**config.mk**
```make
export PLATFORM = sky130hd
export DESIGN_NAME = hash256_round_core
export DESIGN_NICKNAME = d
export VERILOG_FILES = /design/src/rtl/hash256_pkg.sv /design/src/rtl/hash256_const_gen.sv /design/src/rtl/hash256_round.sv /design/src/rtl/hash256_ctrl.sv /design/src/rtl/hash256_round_core.sv
export SDC_FILE = /design/constraint.sdc
export NUM_CORES = 2
export LEC_CHECK = 0
export ABC_AREA = 1
export CORE_UTILIZATION = 59
export CTS_CLUSTER_DIAMETER = 40
export DETAILED_ROUTE_END_ITERATION = 16
export DONT_BUFFER_PORTS = 1
export PLACE_DENSITY = 0.79
export SLEW_MARGIN = 0
export SYNTH_ARGS = -nofsm -noshare
export SYNTH_HDL_FRONTEND = slang
export SYNTH_SLANG_ARGS = --single-unit
```
**constraint.sdc**
```tcl
create_clock -name clk -period 6.15 [get_ports clk]
set_input_delay 1.23 -clock clk [delete_from_list [all_inputs] [get_ports clk]]
set_output_delay 1.23 -clock clk [all_outputs]
set_load 0.01 [all_outputs]
```
**src/rtl/hash256_pkg.sv**
```systemverilog
package hash256_pkg;

  typedef logic [31:0] word_t;

  // Word a occupies the most significant position of the packed struct.
  typedef struct packed {
    word_t a;
    word_t b;
    word_t c;
    word_t d;
    word_t e;
    word_t f;
    word_t g;
    word_t h;
  } hstate_t;

  typedef enum logic [1:0] {
    ST_IDLE = 2'd0,
    ST_RUN  = 2'd1,
    ST_FOLD = 2'd2
  } core_st_e;

  localparam word_t T_EARLY = 32'h79cc4519;
  localparam word_t T_LATE  = 32'h7a879d8a;

  localparam hstate_t INIT_VALUE = '{
    a: 32'h7380166f, b: 32'h4914b2b9, c: 32'h172442d7, d: 32'hda8a0600,
    e: 32'ha96f30bc, f: 32'h163138aa, g: 32'he38dee4d, h: 32'hb0fb0e4e
  };

  function automatic word_t rotl(input word_t x, input int unsigned n);
    int unsigned k;
    k = n % 32;
    if (k == 0) return x;
    return (x << k) | (x >> (32 - k));
  endfunction

  function automatic word_t perm0(input word_t x);
    return x ^ rotl(x, 9) ^ rotl(x, 17);
  endfunction

endpackage

```
**src/rtl/hash256_const_gen.sv**
```systemverilog
module hash256_const_gen
  import hash256_pkg::*;
#(
  parameter int ROUNDS       = 64,
  parameter int SWITCH_ROUND = 16,
  localparam int IW          = $clog2(ROUNDS)
) (
  input  logic [IW-1:0] rnd_idx,
  output word_t         rnd_const,
  output logic          late_phase
);

  word_t base_w;

  always_comb begin
    late_phase = (int'(rnd_idx) >= SWITCH_ROUND);
    base_w     = late_phase ? T_LATE : T_EARLY;
    rnd_const  = rotl(base_w, int'(rnd_idx) % 32);
  end

endmodule

```
**src/rtl/hash256_round.sv**
```systemverilog
module hash256_round
  import hash256_pkg::*;
(
  input  hstate_t cur,
  input  word_t   k_j,
  input  logic    late_phase,
  input  word_t   w_j,
  input  word_t   wx_j,
  output hstate_t nxt
);

  word_t a_rot, mix1, mix2, f_ab, g_ef, sum1, sum2;

  always_comb begin
    a_rot = rotl(cur.a, 12);
    mix1  = rotl(a_rot + cur.e + k_j, 7);
    mix2  = mix1 ^ a_rot;

    if (late_phase) begin
      f_ab = (cur.a & cur.b) | (cur.a & cur.c) | (cur.b & cur.c);
      g_ef = (cur.e & cur.f) | (~cur.e & cur.g);
    end else begin
      f_ab = cur.a ^ cur.b ^ cur.c;
      g_ef = cur.e ^ cur.f ^ cur.g;
    end

    sum1 = f_ab + cur.d + mix2 + wx_j;
    sum2 = g_ef + cur.h + mix1 + w_j;

    nxt.a = sum1;
    nxt.b = cur.a;
    nxt.c = rotl(cur.b, 9);
    nxt.d = cur.c;
    nxt.e = perm0(sum2);
    nxt.f = cur.e;
    nxt.g = rotl(cur.f, 19);
    nxt.h = cur.g;
  end

endmodule

```
**src/rtl/hash256_ctrl.sv**
```systemverilog
module hash256_ctrl
  import hash256_pkg::*;
#(
  parameter int ROUNDS = 64,
  localparam int IW    = $clog2(ROUNDS)
) (
  input  logic          clk,
  input  logic          rst_n,
  input  logic          start,
  input  logic          init_iv,
  input  logic          pair_valid,
  output logic          pair_ready,
  output logic          take_iv,
  output logic          take_start,
  output logic          fire,
  output logic          fold,
  output logic          done_q,
  output logic [IW-1:0] rnd_idx
);

  localparam logic [IW-1:0] LAST = IW'(ROUNDS - 1);

  core_st_e st;

  always_comb begin
    take_iv    = (st == ST_IDLE) && init_iv;
    take_start = (st == ST_IDLE) && start && !init_iv;
    pair_ready = (st == ST_RUN);
    fire       = pair_ready && pair_valid;
    fold       = (st == ST_FOLD);
  end

  always_ff @(posedge clk) begin
    if (!rst_n) begin
      st      <= ST_IDLE;
      rnd_idx <= '0;
      done_q  <= 1'b0;
    end else begin
      done_q <= fold;
      case (st)
        ST_IDLE: if (take_start) begin
          st      <= ST_RUN;
          rnd_idx <= '0;
        end
        ST_RUN: if (fire) begin
          if (rnd_idx == LAST) st <= ST_FOLD;
          rnd_idx <= rnd_idx + 1'b1;
        end
        default: st <= ST_IDLE;
      endcase
    end
  end

endmodule

```
**src/rtl/hash256_round_core.sv**
```systemverilog
module hash256_round_core
  import hash256_pkg::*;
#(
  parameter int ROUNDS       = 64,
  parameter int SWITCH_ROUND = 16
) (
  input  logic         clk,
  input  logic         rst_n,
  input  logic         start,
  input  logic         init_iv,
  input  logic         wpair_valid,
  output logic         wpair_ready,
  input  logic [31:0]  w_word,
  input  logic [31:0]  wx_word,
  output logic         done,
  output logic [255:0] digest
);

  localparam int IW = $clog2(ROUNDS);

  logic          take_iv, take_start, fire, fold;
  logic [IW-1:0] rnd_idx;
  word_t         k_j;
  logic          late_phase;
  hstate_t       chain_q, work_q, work_nxt;

  hash256_ctrl #(.ROUNDS(ROUNDS)) u_ctrl (
    .clk        (clk),
    .rst_n      (rst_n),
    .start      (start),
    .init_iv    (init_iv),
    .pair_valid (wpair_valid),
    .pair_ready (wpair_ready),
    .take_iv    (take_iv),
    .take_start (take_start),
    .fire       (fire),
    .fold       (fold),
    .done_q     (done),
    .rnd_idx    (rnd_idx)
  );

  hash256_const_gen #(.ROUNDS(ROUNDS), .SWITCH_ROUND(SWITCH_ROUND)) u_kgen (
    .rnd_idx    (rnd_idx),
    .rnd_const  (k_j),
    .late_phase (late_phase)
  );

  hash256_round u_round (
    .cur        (work_q),
    .k_j        (k_j),
    .late_phase (late_phase),
    .w_j        (w_word),
    .wx_j       (wx_word),
    .nxt        (work_nxt)
  );

  always_ff @(posedge clk) begin
    if (!rst_n) begin
      chain_q <= '0;
      work_q  <= '0;
    end else begin
      if (take_iv)       chain_q <= INIT_VALUE;
      else if (fold)     chain_q <= chain_q ^ work_q;
      if (take_start)    work_q  <= chain_q;
      else if (fire)     work_q  <= work_nxt;
    end
  end

  assign digest = chain_q;

endmodule

```
After elaboration in Yosys (flattened, before gate mapping)
Cells that the tools add are included.
Widths: inputs -> output; s select.

storage, ports and cells
  register bits after elaboration = 521
  input bits = 69
  output and inout bits = 258
  logic and storage cells = 101

operators by class
  $add $sub $neg = 10
  order comparisons = 1
  equality and inequality tests = 6
  shift-type cells = 2
  mux-type cells = 17
  bitwise gates (word level) = 25
  reduce and logical (&&, ||, !) cells = 13

operator list
  cell                 count
  $mux 256             2
  $mux 255             2
  $add 32x32->32       8
  $xor 256x256->256    1
  $xor 32x32->32       7
  $and 32x32->32       5
  $mux 32              4
  $or 32x32->32        4
  $or 32x9->32         2
  $logic_not 32->1     1
  $not 32->32          1
  $or 32x12->32        1
  $or 32x17->32        1
  $or 32x19->32        1
  $or 32x7->32         1
  $shl 32x5->32        1
  $shr 32x32->32       1
  $mux 26              1
  $mux 6               2
  $pmux 6 s2           1
  $sub 6x5->7 const A  1
  $add 6x1->6 const B  1
  $eq 6x6->1 const B   1
  $ge 6x5->1 const B   1
  14 further kinds     23

Logic depth before layout (Yosys ltp)
  depth after elaboration = 14
  gate-level depth with buffers = 51
  gate-level depth less buffers = 49

Cells and area by module
Synthesis repeated with hierarchy kept, for this count alone.

unflattened totals
  cells, all modules = 6619
  area total of the unflattened synthesis = 41927.7 µm²

by module, submodules not included
  module              instances  cells an instance  area each (µm²)  seq. area each (µm²)
  hash256_round_core  1          3799               24121.9          10249.8
  hash256_round       1          2155               14532.7          0.0
  hash256_const_gen   1          587                2746.4           0.0
  hash256_ctrl        1          78                 526.8            180.2

Least setup slack after synthesis
No wires, ideal clock.

  kind = flip-flop to flip-flop
  from = register u_ctrl.rnd_idx[4]
  to = register work_q[247] (netlist bit)
  setup time = 0.132 ns
  arrival = 6.558 ns
  required time = 6.018 ns
  path slack = -0.540 ns
  cell stages (with the launch flop) = 43
  path through = dfxtp_1 > buf_2 > nor2_1 > buf_4 > buf_2 > buf_2 > buf_2 > ha_1 > nand2_1 > nand2_1 > nor2_1 > a31oi_1 > nand2_1 > o21ai_0 > nand2_1 > nand3_1 > nand2_1 > fa_1 > [7 not listed] > nand2_1 > nand2_1 > nand2_1 > xor2_1 > fa_1 > ha_1 > inv_1 > fa_1 > o21ai_2 > a21boi_0 > o21ai_0 > inv_1 > nor2_1 > o21ai_0 > nand2_1 > nand2_1 > nand3_1 > a21oi_1

on the way
  cells in the longest elaborated chain, start to end = 12

RTL lines
  what                                                    line                      RTL
  start, declared                                         hash256_ctrl.sv:18        output logic [IW-1:0] rnd_idx
  start signal, assigned                                  hash256_ctrl.sv:47        rnd_idx <= rnd_idx + 1'b1;
  $ge 6x5->1                                              hash256_const_gen.sv:16   late_phase = (int'(rnd_idx) >= SWITCH_ROUND);
  $mux 26                                                 hash256_const_gen.sv:17   base_w = late_phase ? T_LATE : T_EARLY;
  $shr 32x32->32 / $shl 32x5->32 (equally long branches)  hash256_pkg.sv:35         return (x << k) | (x >> (32 - k));
  $or 32x32->32                                           hash256_pkg.sv:35
  $mux 32                                                 hash256_pkg.sv:35
  $add 32x32->32                                          hash256_round.sv:16       mix1 = rotl(a_rot + cur.e + k_j, 7);
  $or 32x7->32                                            hash256_pkg.sv:35
  $xor 32x32->32                                          hash256_round.sv:17       mix2 = mix1 ^ a_rot;
  $add 32x32->32 * (2 in series)                          hash256_round.sv:27       sum1 = f_ab + cur.d + mix2 + wx_j;
  $mux 256 *                                              hash256_round_core.sv:65  else if (fire) work_q <= work_nxt;
  $mux 256 *                                              hash256_round_core.sv:64  if (take_start) work_q <= chain_q;
  end signal, assigned                                    hash256_round_core.sv:64
  end signal, assigned                                    hash256_round_core.sv:65
  end, declared                                           hash256_round_core.sv:25  hstate_t chain_q, work_q, work_nxt;

Mark *: on every way between the ends. The rest lies on a longest branch, timed or not. The select of a mux whose other input is x is not followed.
A chain may end at the register's enable or synchronous reset.

Worst setup path in the final report
Ends and elaborated chain as after synthesis.

==> run summary <==
initial drt markers = 6268
Worst Path Required = 6630 ps
Most Frequent Cell on Critical Path = buf_6
# rows = 92
CP Capture Type = flop
Tot GR Track Use = 0.533
DRT antenna net count = 0
register area share after synthesis = 0.277
most common library cells after synthesis = nand2_1 (1196), inv_1 (1018), o21ai_0 (622)
pin count of the biggest net entering global routing = 196
layout cell share with drive strength beyond 1 = 0.258
gr ovfl total = 0
Post-synth ARST share = 0
Area growth syn-to-layout = 34.1%
post-synthesis cell type count = 52
Synth area leaders = dfxtp_1 (28%), nand2_1 (12%), inv_1 (10%)
hold path cells = 2
skew final = 48.8 ps
post-synth top area cell = dfxtp_1
post-DR vias/cell = 6.24
HP Start = work_q[22]
initial antenna violation count = 6
Slew headroom = 0.123
Initial Util = 0.597
internal reg-to-reg setup slack = -450 ps
Final WS setup = -447 ps
Critical Path AT = 7070 ps
Min-Delay Endpoint = work_q[22]
Fin Hold WS = 485 ps
CTS clk-pin slew, worst paths = 60 ps
RR Endpoint = work_q[247]
Main synth FF type = dfxtp_1
DRC errors left = 0
CTS tree = yes
dpl ws = -786 ps
Buffers on Ports = 0
WL met1 = 60800 um
final hold violations = 0
TritonCTS buffer count = 84
cts-stage hold buffer count = 0
Mapped Area = 37600 um2
Final setup viols = 59
crit path time final = 6600 ps
failing checks = setup timing
slowest stage delay, CP = 620 ps
drt first pass iters = 9
drt total wl = 182000 um
Crit Path Class = flop to flop
Avg Inst Size Synth = 6.67 um2
Die H = 255 um
routed wl met3 = 23800 um
vias in the first global route = 41200
top cell type's share of synthesized area = 0.277
Critical Path Fanout Max = 6
clock tree sinks = 521
met2 WL = 75500 um
die width = 255 um
Post-DP HPWL = 128000 um
Synth Instances = 5647
status = finished with violations
Post-synth EDFFs = 0
warnings from Yosys = 0
clock buffer depth = 3
number of H-tree levels = 3
vias post-DR = 44300
RD Place Congestion = 1.11
Final period util = 1.07
Root Driver = clkbuf_16
Worst Hold Class = flop to flop
Max stage delay cell, worst path = fa_1
nets@finish = 6545
top-level port count = 327
global-route wire length before repair = 255000 um
fmax = 152 MHz
syn_nets = 6010
Startpoint Class = flop
Top Metal Used = met5
Yosys reg bits = 521
DIE AREA = 64800 um2
max-cap violations = 0
clock latency on the worst-skew pair = 680 ps
Slew @ Worst Pin = 1320 ps
Slew Limit Fails = 0
Core Region = 63100 um2
RSZ-0062 raised after global routing = true
Routed WL per cell = 25.6 um
most frequent cell after synthesis = nand2_1
Crit Reg-Reg Startpoint = u_ctrl.rnd_idx[4]
Reg2Reg Depth = 38
area by class of cell:
| cell class | instances | area (um2) |
|---|---|---|
| Antenna cell | 4 | 10.0 |
| Clock buffer | 104 | 2310 |
| Clock inverter | 51 | 726 |
| Fill cell | 4414 | 12600 |
| Inverter | 1026 | 3910 |
| Multi-Input combinational cell | 3830 | 26200 |
| Sequential cell | 521 | 10400 |
| Tap cell | 846 | 1060 |
| Timing Repair Buffer | 719 | 5810 |
cells by family (layout without fill, tap and decap cells):
family          Yosys count  after routing  synth area share
compound gates         1139           1139             0.168
buf+inv                1296           1900             0.131
mux                      32             32           0.00851
xor+xnor                145            145            0.0343
flops                   521            521             0.277
other cells               0              4                 0
fa+ha+maj               294            294             0.135
simple gates           2220           2220             0.246
worst max-delay path, delay by kind of cell, from the launching register on:
family / cells / cell delay, ps
AO/OA/AOI/OAI: 12 / 1960
adder cells (fa/ha/maj): 5 / 1760
buffers and inverters: 12 / 1410
AND/OR/NAND/NOR: 7 / 560
XOR/XNOR: 2 / 370
flip-flops: 1 / 360
sequential cells by signal, indices dropped and copies added (netlist names):
name / flops
digest: 256
work_q: 256
u_ctrl.rnd_idx: 6
u_ctrl.st: 2
u_ctrl.done_q: 1
timing repair:
action | 4_1_cts | 5_1_grt
resized for setup | 538 | 527
hold endpoints to repair | 0 | 0
pin swaps | 180 | 231
setup endpoints to repair | 62 | 60
setup buffers | 60 | 34
gates cloned | 1 | 2
layer usage:
| layer | up-vias | GRT usage |
|---|---|---|
| met5 | - | 0.00301 |
| met4 | 10 | 0.521 |
| met3 | 1141 | 0.178 |
| met2 | 3382 | 0.782 |
| met1 | 20600 | 0.601 |
| li1 | 19200 | - |
placed cells by master (no fill, tap or decap), drive strengths merged, types with 2 or more instances in the layout:
cell,n
a221oi,29
o22ai,44
nand3b,7
inv,1037
o31ai,5
xor2,121
nor4,7
o221ai,24
clkinvlp,6
a31oi,121
bufinv,10
nor2,374
diode,4
fa,188
o2111ai,2
buf,718
nand4,30
nand2,1197
nor3b,2
nand3,443
o211ai,29
o21ai,625
a21oi,221
a21o,11
a211oi,4
clkinv,24
nor3,147
xnor2,23
clkbuf,105
a21boi,4
o311ai,2
mux2i,32
o21a,7
o21bai,8
or2,11
dfxtp,521
ha,106
stage by stage:
stage | cells | area [um2] | TNS (ps) | util
2_1_floorplan | 5647 | 37800 | -4.12 | -
3_3_place_gp | 6857 | 42600 | -35670 | 0.676
3_5_place_dp | 6857 | 42600 | -38120 | 0.676
4_1_cts | 7068 | 48100 | -1040 | 0.763
5_1_grt | 7097 | 50500 | -29680 | 0.800
6_report | 7101 | 50500 | -14840 | 0.800
worst max-delay path by stage:
| stage | startpoint | to | cells after the start |
|---|---|---|---|
| after global placement | u_ctrl.rnd_idx[4] | work_q[255] | 36 |
| after global routing | u_ctrl.rnd_idx[4] | work_q[102] | 27 |
| final | u_ctrl.rnd_idx[4] | work_q[247] | 38 |
| after CTS | u_ctrl.rnd_idx[4] | work_q[255] | 43 |
| after detailed placement | u_ctrl.rnd_idx[4] | work_q[248] | 39 |
| after floorplan | u_ctrl.rnd_idx[4] | work_q[247] | 43 |
Power is not shown: default switching activity piles up to over one toggle a cycle in this logic, so the estimate is an artifact.
